==> src/rtl/cpwm_pkg.sv <==
// Shared widths and limits for the complementary PWM timer.
package cpwm_pkg;
    localparam int CNT_W  = 16;   // counter and compare width
    localparam int PS_W   = 3;    // prescale exponent width
    localparam int DB_W   = 8;    // guard delay width
    localparam int DB_MAX = 128;  // largest honoured guard delay
endpackage

==> src/rtl/cpwm_prescaler.sv <==
// Power-of-two clock enable. Emits one tick every 2^sel clocks while en is
// high and restarts its phase whenever en is low.
// Assumes sel is steady while en is high.
module cpwm_prescaler #(
    parameter int PS_W = cpwm_pkg::PS_W
) (
    input  logic            clk,
    input  logic            rst_n,
    input  logic            en,
    input  logic [PS_W-1:0] sel,
    output logic            tick
);
    localparam int DIV_W = (1 << PS_W) - 1;

    logic [DIV_W-1:0] div_q;
    logic [DIV_W-1:0] mask;

    // Low-bit mask that selects the division ratio.
    always_comb mask = DIV_W'((1 << sel) - 1);

    // Free-running divider, cleared while idle.
    always_ff @(posedge clk) begin
        if (!rst_n || !en) div_q <= '0;
        else               div_q <= div_q + 1'b1;
    end

    assign tick = en && ((div_q & mask) == mask);

    AST_TICK_SPACED: assert property (@(posedge clk) disable iff (!rst_n)
        ($past(tick) && sel != '0 && $stable(sel) && $past(en)) |-> !tick);
endmodule

==> src/rtl/cpwm_counter.sv <==
// Period counter. Counts up on ticks, flips the phase at the match value,
// and at the reload value restarts at one, clears the phase and pulses irq.
// While disabled it holds its count and accepts a starting-count load.
module cpwm_counter #(
    parameter int CNT_W = cpwm_pkg::CNT_W
) (
    input  logic             clk,
    input  logic             rst_n,
    input  logic             en,
    input  logic             tick,
    input  logic             start_wr,
    input  logic [CNT_W-1:0] start_val,
    input  logic [CNT_W-1:0] match_val,
    input  logic [CNT_W-1:0] reload_val,
    output logic             phase,
    output logic             irq
);
    logic [CNT_W-1:0] cnt;

    // Count, phase and interrupt update.
    always_ff @(posedge clk) begin
        if (!rst_n) begin
            cnt   <= CNT_W'(1);
            phase <= 1'b0;
            irq   <= 1'b0;
        end else begin
            irq <= 1'b0;
            if (!en) begin
                phase <= 1'b0;
                if (start_wr) cnt <= start_val;
            end else if (tick) begin
                if (cnt == reload_val) begin
                    cnt   <= CNT_W'(1);
                    phase <= 1'b0;
                    irq   <= 1'b1;
                end else begin
                    cnt <= cnt + 1'b1;
                    if (cnt == match_val) phase <= ~phase;
                end
            end
        end
    end

    AST_RELOAD_TO_ONE: assert property (@(posedge clk) disable iff (!rst_n)
        irq |-> cnt == CNT_W'(1));
    AST_HOLD_IDLE: assert property (@(posedge clk) disable iff (!rst_n)
        (!en && !start_wr) |=> $stable(cnt));
endmodule

==> src/rtl/cpwm_deadband.sv <==
// Rise-delay stage for one pin. A rise of raw loads a down-counter with the
// delay, and the pin goes high when the wait ends. A fall of raw drops the
// pin on the next clock and cancels any pending rise.
// Assumes delay is at most DB_MAX and is steady while en is high.
module cpwm_deadband #(
    parameter int DB_W   = cpwm_pkg::DB_W,
    parameter int DB_MAX = cpwm_pkg::DB_MAX
) (
    input  logic            clk,
    input  logic            rst_n,
    input  logic            en,
    input  logic            raw,
    input  logic [DB_W-1:0] delay,
    output logic            pin
);
    logic            raw_q;
    logic [DB_W-1:0] left;

    // Edge detect, wait countdown and pin register.
    always_ff @(posedge clk) begin
        if (!rst_n || !en) begin
            raw_q <= 1'b0;
            left  <= '0;
            pin   <= 1'b0;
        end else begin
            raw_q <= raw;
            if (!raw) begin
                pin  <= 1'b0;
                left <= '0;
            end else if (!raw_q) begin
                left <= delay;
                pin  <= (delay == '0);
            end else if (!pin) begin
                if (left <= DB_W'(1)) begin
                    pin  <= 1'b1;
                    left <= '0;
                end else begin
                    left <= left - 1'b1;
                end
            end
        end
    end

    AST_FALL_UNDELAYED: assert property (@(posedge clk) disable iff (!rst_n)
        (en && !raw) |=> !pin);
    AST_IDLE_LOW: assert property (@(posedge clk) disable iff (!rst_n)
        !en |=> !pin);
    AST_WAIT_BOUNDED: assert property (@(posedge clk) disable iff (!rst_n)
        left <= DB_W'(DB_MAX));
endmodule

==> src/rtl/cpwm_timer.sv <==
// Complementary PWM timer top. A prescaler feeds a period counter whose
// phase, XORed with the polarity, forms the primary signal. Its inverse forms
// the complement, and each passes through its own rise-delay stage.
// Assumes configuration is changed only while en is low.
module cpwm_timer
    import cpwm_pkg::*;
(
    input  logic             clk,
    input  logic             rst_n,
    input  logic             en,
    input  logic             pol,
    input  logic [PS_W-1:0]  presc,
    input  logic             start_wr,
    input  logic [CNT_W-1:0] start_val,
    input  logic [CNT_W-1:0] match_val,
    input  logic [CNT_W-1:0] reload_val,
    input  logic [DB_W-1:0]  dead,
    output logic             pwm_p,
    output logic             pwm_n,
    output logic             irq
);
    localparam int NPIN = 2;

    logic            tick;
    logic            phase;
    logic [DB_W-1:0] dead_eff;
    logic [NPIN-1:0] raw;
    logic [NPIN-1:0] pins;

    cpwm_prescaler #(.PS_W(PS_W)) i_presc (
        .clk(clk), .rst_n(rst_n), .en(en), .sel(presc), .tick(tick)
    );

    cpwm_counter #(.CNT_W(CNT_W)) i_cnt (
        .clk(clk), .rst_n(rst_n), .en(en), .tick(tick),
        .start_wr(start_wr), .start_val(start_val),
        .match_val(match_val), .reload_val(reload_val),
        .phase(phase), .irq(irq)
    );

    // Clamp the guard delay and form the two undelayed signals.
    always_comb begin
        dead_eff = (dead > DB_W'(DB_MAX)) ? DB_W'(DB_MAX) : dead;
        raw[0]   = phase ^ pol;
        raw[1]   = ~raw[0];
    end

    for (genvar g = 0; g < NPIN; g++) begin : g_pin
        cpwm_deadband #(.DB_W(DB_W), .DB_MAX(DB_MAX)) i_db (
            .clk(clk), .rst_n(rst_n), .en(en),
            .raw(raw[g]), .delay(dead_eff), .pin(pins[g])
        );
    end

    assign pwm_p = pins[0];
    assign pwm_n = pins[1];

    AST_NO_OVERLAP: assert property (@(posedge clk) disable iff (!rst_n)
        !(pwm_p && pwm_n));
    AST_COMPLEMENT: assert property (@(posedge clk) disable iff (!rst_n)
        (en && $past(en) && $stable(dead) && dead == '0) |-> (pwm_n != pwm_p));
endmodule

==> config.mk <==
export PLATFORM = sky130hd
export DESIGN_NAME = cpwm_timer
export DESIGN_NICKNAME = d
export VERILOG_FILES = /design/src/rtl/cpwm_pkg.sv /design/src/rtl/cpwm_prescaler.sv /design/src/rtl/cpwm_counter.sv /design/src/rtl/cpwm_deadband.sv /design/src/rtl/cpwm_timer.sv
export SDC_FILE = /design/constraint.sdc
export NUM_CORES = 1
export LEC_CHECK = 0
export BUFFER_PORTS_ARGS = -buffer_cell sky130_fd_sc_hd__buf_2
export CORE_MARGIN = 4
export CORE_UTILIZATION = 50
export CTS_CLUSTER_SIZE = 28
export DETAILED_ROUTE_END_ITERATION = 8
export PLACE_DENSITY = 0.84
export SYNTH_ARGS = -nofsm -noshare
export SYNTH_HDL_FRONTEND = slang
export SYNTH_HIERARCHICAL = 1
export SYNTH_SLANG_ARGS = --single-unit
==> constraint.sdc <==
create_clock -name clk -period 2.7 [get_ports clk]
set_input_delay 0.405 -clock clk [delete_from_list [all_inputs] [get_ports clk]]
set_output_delay 0.405 -clock clk [all_outputs]
set_load 0.005 [all_outputs]
Yosys cells after proc, flatten, opt, wreduce, memory -nomap -nowiden
Cells that the tools add are included.
{"block": "word_totals", "reg_bits": 45, "input_bits": 64, "output_inout_bits": 3, "wordCells": 62}
{"block": "classes", "addsub": 5, "magnitude_cmp": 3, "eq_ne": 6, "shifts": 1, "muxes": 20, "n_bitwise": 4, "reduce_logical": 13}
{"operator": "two-way mux 16 bit", "count": 4}
{"operator": "two-way mux 8 bit", "count": 7}
{"operator": "equality test 16 bit", "count": 2}
{"operator": "adder 16 x 1 -> 16 bit (second input constant)", "count": 1}
{"operator": "<= comparator 8 x 1 -> 1 bit (second input constant)", "count": 2}
{"operator": "subtractor 8 x 1 -> 8 bit (second input constant)", "count": 2}
{"operator": "two-way mux 1 bit", "count": 9}
{"operator": "greater-than comparator 8 bit (second input constant)", "count": 1}
{"operator": "logical NOT 8 bit", "count": 1}
{"operator": "adder 7 x 1 -> 7 bit (second input constant)", "count": 1}
{"operator": "AND 7 bit", "count": 1}
{"operator": "equality test 7 bit", "count": 1}
{"operator": "<< shifter 1 x 3 -> 7 bit (first input constant)", "count": 1}
{"operator": "subtractor 7 x 2 -> 7 bit (second input constant)", "count": 1}
{"operator": "AND reduction 2 bit", "count": 3}
{"operator": "inequality test 2 bit (second input constant)", "count": 2}
{"operator": "nonzero test 2 bit", "count": 2}
{"operator": "OR reduction 2 bit", "count": 2}
{"operator": "AND reduction 3 bit", "count": 1}
{"operator": "logical NOT 1 bit", "count": 2}
{"operator": "inequality test 2 x 1 -> 1 bit (second input constant)", "count": 1}
{"operator": "NOT 1 bit", "count": 2}
{"operator": "logical AND 1 bit", "count": 1}
{"operator": "logical OR 1 bit", "count": 1}
{"operator": "bitwise XOR 1 bit", "count": 1}

Depth between registers and ports, before layout
{"block": "depth", "ltp_word": 7, "depth_mapped": 10, "mapped_depth_nobuf": 9}

Modules after synthesis
The synthesis kept the hierarchy.
{"mod": "cpwm_counter", "n_inst": 1, "cells_each": 194, "area_each_um2": 1502.7, "seq_area_each_um2": 360.3}
{"mod": "cpwm_deadband", "n_inst": 2, "cells_each": 71, "area_each_um2": 603.1, "seq_area_each_um2": 200.2}
{"mod": "cpwm_prescaler", "n_inst": 1, "cells_each": 37, "area_each_um2": 320.3, "seq_area_each_um2": 140.1}
{"mod": "cpwm_timer", "n_inst": 1, "cells_each": 10, "area_each_um2": 65.1, "seq_area_each_um2": 0.0}

Worst setup path after synthesis
No wires, ideal clock.
{"block": "synth_path", "path_type": "input port to flip-flop", "startpoint": "input presc[2]", "endpoint": "register i_cnt.cnt[3]", "t_arrival_ns": 1.825, "t_required_ns": 2.577, "slack_ns": 0.752, "cell_stages": 9, "path_buffers": 1, "cell_sequence": "inv_1 o21ai_0 a21o_1 a221oi_2 nand2_1 clkbuf_1 a32o_1 a21oi_1 nor3_1"}
{"block": "synth_via", "elab_chain_cells": 7}
{"element": "start, declared", "line": "cpwm_timer.sv:12", "text": "input logic [PS_W-1:0] presc,"}
{"element": "<< shifter 1 x 3 -> 7 bit *", "line": "cpwm_prescaler.sv:19", "text": "always_comb mask = DIV_W'((1 << sel) - 1);"}
{"element": "subtractor 7 x 2 -> 7 bit *", "line": "cpwm_prescaler.sv:19"}
{"element": "AND 7 bit", "line": "cpwm_prescaler.sv:27", "text": "assign tick = en && ((div_q & mask) == mask);"}
{"element": "equality test 7 bit *", "line": "cpwm_prescaler.sv:27"}
{"element": "logical AND 1 bit *", "line": "cpwm_prescaler.sv:27"}
{"element": "net tick", "line": "cpwm_timer.sv:24", "text": "logic tick;"}
{"element": "inequality test 2 x 1 -> 1 bit (no line) *"}
{"element": "AND reduction 2 bit (no line) *"}
{"element": "end signal, assigned", "line": "cpwm_counter.sv:30", "text": "if (start_wr) cnt <= start_val;"}
{"element": "end signal, assigned", "line": "cpwm_counter.sv:37", "text": "cnt <= cnt + 1'b1;"}
{"element": "end, declared", "line": "cpwm_counter.sv:18", "text": "logic [CNT_W-1:0] cnt;"}
Mark *: on every way through the listed nets, which the timed path passes. The rest lies on a longest branch.
A chain may end at the register's enable or synchronous reset.

Worst setup path after layout
{"block": "layout_path", "startpoint": "register i_presc.div_q[2]", "endpoint": "register i_cnt.cnt[8]"}
{"block": "layout_via", "elab_chain_cells": 5}
{"element": "start, declared", "line": "cpwm_prescaler.sv:15", "text": "logic [DIV_W-1:0] div_q;"}
{"element": "start signal, assigned", "line": "cpwm_prescaler.sv:24", "text": "else div_q <= div_q + 1'b1;"}
{"element": "AND 7 bit", "line": "cpwm_prescaler.sv:27"}
{"element": "equality test 7 bit", "line": "cpwm_prescaler.sv:27"}
{"element": "logical AND 1 bit", "line": "cpwm_prescaler.sv:27"}
{"element": "net tick", "line": "cpwm_timer.sv:24"}
{"element": "inequality test 2 x 1 -> 1 bit (no line)"}
{"element": "AND reduction 2 bit (no line)"}
The timed path passes the listed nets, and every way through them passes these cells.

==> run_summary.xml <==
<?xml version="1.0" encoding="UTF-8"?>
<metrics>
  <group name="power_and_ir_drop">
    <metric name="clockPowerShare" unit="%">37.7</metric>
    <metric name="intPower" unit="mW">1.21</metric>
    <metric name="logic_pwr_share" unit="%">17.5</metric>
    <metric name="switching_share" unit="%">27.2</metric>
    <metric name="total_power_per_unit_cell_area" unit="mW/mm²">463</metric>
    <metric name="pwr-share-seq" unit="%">44.8</metric>
    <metric name="static-leakage-power" unit="nW">1.49</metric>
    <metric name="power.ir.vdd_worst" unit="mV">0.257</metric>
    <metric name="p_switching" unit="mW">0.451</metric>
  </group>
  <group name="synthesis">
    <metric name="post_synth_num_cell_types" unit="">51</metric>
    <metric name="synth_area" unit="mm²">0.00309</metric>
    <metric name="number_of_instances_in_the_synthesized_netlist" unit="">383</metric>
    <metric name="synth_enable_flop_cells" unit="">0</metric>
    <metric name="async_reset_ff_share" unit="%">0</metric>
    <metric name="synth.net_count" unit="">453</metric>
    <metric name="postSynth.topFlopCell" unit="">dfxtp_1</metric>
    <metric name="synth.yosys.seq_area_share" unit="%">29.1</metric>
    <metric name="average_cell_area_after_synthesis" unit="µm²">8.08</metric>
    <metric name="yosys_warnings" unit="">6</metric>
    <metric name="synth-seq-cells" unit="">45</metric>
  </group>
  <group name="worst_setup_path">
    <metric name="path_class" unit="">flop to flop</metric>
    <metric name="largest_fanout_on_the_critical_path" unit="">6</metric>
    <metric name="reg2reg_from" unit="">i_presc/div_q[2]$_SDFF_PP0_</metric>
    <metric name="arrival" unit="ns">2.50</metric>
    <metric name="worst_ep_required_time" unit="ns">2.91</metric>
    <metric name="setup.worst_path.end_class" unit="">flop</metric>
    <metric name="startpoint_type" unit="">flop</metric>
    <metric name="crit_path_start" unit="">i_presc/div_q[2]$_SDFF_PP0_</metric>
  </group>
  <group name="sta">
    <metric name="achievable-frequency" unit="MHz">435</metric>
    <metric name="max_slew_margin" unit="%">55.3</metric>
    <metric name="finalSetupTns" unit="ns">0</metric>
    <metric name="worst_pin_slew" unit="ns">0.664</metric>
    <metric name="post-route-period-util" unit="%">85.1</metric>
    <metric name="rsz0062_at_grt" unit="">false</metric>
    <metric name="period_needed" unit="ns">2.30</metric>
    <metric name="clk_skew" unit="ns">0.0137</metric>
    <metric name="final-setup-viol-count" unit="">0</metric>
    <metric name="finalHoldViolCount" unit="">0</metric>
    <metric name="finalMaxSlewViolations" unit="">0</metric>
  </group>
  <group name="cells_and_area">
    <metric name="final.fill_count" unit="">519</metric>
    <metric name="mostFrequentLayoutCells" unit="">66 x buf_2, 45 x dfxtp_1, 37 x nand2_1, 37 x o21ai_0</metric>
    <metric name="layout.area.seq" unit="µm²">901</metric>
    <metric name="finalNetCount" unit="">514</metric>
    <metric name="mostFrequentLayoutCell" unit="">buf_2</metric>
    <metric name="final_core_utilization" unit="%">60.1</metric>
    <metric name="antennaDiodeCount" unit="">0</metric>
    <metric name="multiInputGateArea" unit="mm²">0.00203</metric>
    <metric name="syn_to_final_growth" unit="%">15.6</metric>
    <metric name="layout_cells_sized_above_1" unit="%">22.7</metric>
  </group>
  <group name="cts">
    <metric name="worst_skew_pair.late_latency" unit="ns">0.31</metric>
    <metric name="cts_inserted_buffers" unit="">5</metric>
    <metric name="cts_tree" unit="">done</metric>
    <metric name="post-cts-setup-buffers" unit="">0</metric>
    <metric name="htree_num_levels" unit="">2</metric>
    <metric name="postCtsHoldBufs" unit="">0</metric>
    <metric name="clk_pin_slew_worst_paths" unit="ns">0.09</metric>
    <metric name="clock_tree.buffer_depth" unit="">2</metric>
    <metric name="number_of_instances_resized_during_post_cts_repair" unit="">0</metric>
    <metric name="cts.sinks" unit="">45</metric>
    <metric name="buffer_cell_driving_the_clock_tree_root" unit="">clkbuf_8</metric>
  </group>
  <group name="global_routing">
    <metric name="pin_count_of_the_biggest_net_entering_global_routing" unit="">16</metric>
    <metric name="first_global_vias" unit="">2920</metric>
    <metric name="grt_antenna_before_repair" unit="">0</metric>
    <metric name="first_pass_grt_wire_length" unit="mm">13.9</metric>
    <metric name="grt_overflow_total" unit="">0</metric>
    <metric name="global_route.usage.total" unit="%">23.0</metric>
  </group>
  <group name="min_path">
    <metric name="min-delay-path-class" unit="">primary input to flop</metric>
    <metric name="hold_path.startpoint" unit="">start_val[4]</metric>
  </group>
  <group name="drt">
    <metric name="finalWirelength" unit="mm">8.40</metric>
    <metric name="drc" unit="">0</metric>
    <metric name="firstDrtPassIters" unit="">5</metric>
    <metric name="viasPerCell" unit="">6.00</metric>
    <metric name="initialDrtViolationCount" unit="">268</metric>
    <metric name="routed_wirelength_normalized_by_instance_count" unit="µm">16.1</metric>
    <metric name="ant_nets" unit="">0</metric>
    <metric name="detailroute.via_count" unit="">3121</metric>
  </group>
  <group name="floorplanning">
    <metric name="fp-row-count" unit="">28</metric>
    <metric name="placeableCoreArea" unit="mm²">0.00596</metric>
    <metric name="initial_core_util" unit="%">52.0</metric>
    <metric name="die_x" unit="µm">86.7</metric>
    <metric name="design.portCount" unit="">67</metric>
    <metric name="fp.dieArea" unit="mm²">0.00751</metric>
    <metric name="die_y" unit="µm">86.7</metric>
  </group>
  <group name="flow_run">
    <metric name="max_cap_viol_count" unit="">0</metric>
  </group>
  <group name="place">
    <metric name="io_buffer_count" unit="">66</metric>
    <metric name="globalplace.congestion" unit="">0.960</metric>
    <metric name="place_hpwl" unit="mm">6.38</metric>
  </group>
  <group name="run_status">
    <metric name="run_status" unit="">completed</metric>
  </group>
</metrics>
-- cells by family after synthesis --
kind of cell	synth area share, %
muxes	1.37
and+or+nand+nor	26.0
AOI/OAI and AO/OA	22.0
adders and majority gates	2.43
buffers and inverters	5.30
DFF	29.1
xor gates and xnor gates	13.8
-- area by class of cell --
cell class,instances,area share (%)
clock buffer,5,1.92
clock inverter,3,1.92
inverter,15,1.57
multi-input combinational,307,56.7
sequential,45,25.2
tap,75,2.62
timing repair buffer,70,10.1
-- metrics by stage --
step           total power, mW  hold slack [ns]  setup slack (ns)  area, µm²  instances
2_1_floorplan            0.945            0.449             0.752       3090        383
3_3_place_gp              1.03            0.471             0.493       3440        512
3_5_place_dp              1.04            0.479             0.365       3440        512
4_1_cts                   1.66            0.345             0.481       3580        520
5_1_grt                   1.73            0.346             0.221       3580        520
6_report                  1.66            0.350             0.402       3580        520
-- routing by layer --
metal  routed length [µm]  vias up  global-route usage (%)  part of all wire (%)
met1                 3580     1419                    30.8                    43
li1                     -     1505                       -                     -
met3                  781       21                    4.56                   9.3
met5                    0        -                       0                     0
met2                 3830      176                    36.6                    46
met4                  205        0                    8.22                   2.4
-- power by group through the flow --
stage | Clock (mW) | Combinational [mW] | Sequential (mW)
global route | 0.667 | 0.321 | 0.746
finish | 0.624 | 0.290 | 0.743
detailed placement | 0 | 0.285 | 0.756
CTS | 0.636 | 0.287 | 0.740
floorplan | 0 | 0.216 | 0.729
global placement | 0 | 0.279 | 0.755
-- critical path, stage by stage, from the launching register on --
cell and delay [ns]:
dfxtp_1 0.43, o21ai_0 0.12, a21o_1 0.20, a221oi_2 0.48, mux2i_1 0.32, nor3_1 0.29, xnor2_1 0.09, a221oi_1 0.28
-- worst paths after layout --
path / cells past startpoint / end / slack, ns
worst min-delay path: 3 / i_cnt/cnt[4]$_SDFFE_PN0P_ / 0.35
worst max-delay path: 7 / i_cnt/cnt[8]$_SDFFE_PN0P_ / 0.40
worst min register to register: 2 / i_presc/div_q[6]$_SDFF_PP0_ / 0.49
worst max register to register: 7 / i_cnt/cnt[8]$_SDFFE_PN0P_ / 0.40
-- state kept, by name, indices dropped and copies added, names as in the netlist --
name,cells
i_cnt/irq,1
g_pin.i_db/left,16
g_pin.i_db/pin,2
g_pin.i_db/raw_q,2
i_presc/div_q,7
i_cnt/phase,1
i_cnt/cnt,16
-- cells in the mapped netlist (5+ instances only) --
master | count | area [µm²]
a21oi_1 | 34 | 170
and3_1 | 13 | 81.3
dfxtp_1 | 45 | 901
ha_1 | 6 | 75.1
inv_1 | 15 | 56.3
nand2_1 | 37 | 139
nand3_1 | 15 | 75.1
nand4_1 | 12 | 75.1
nor2_1 | 19 | 71.3
nor2b_1 | 9 | 56.3
nor3_1 | 9 | 45.0
nor4_1 | 5 | 31.3
o21ai_0 | 37 | 185
xnor2_1 | 34 | 298
xor2_1 | 13 | 114
(Power assumes the default switching activity.)
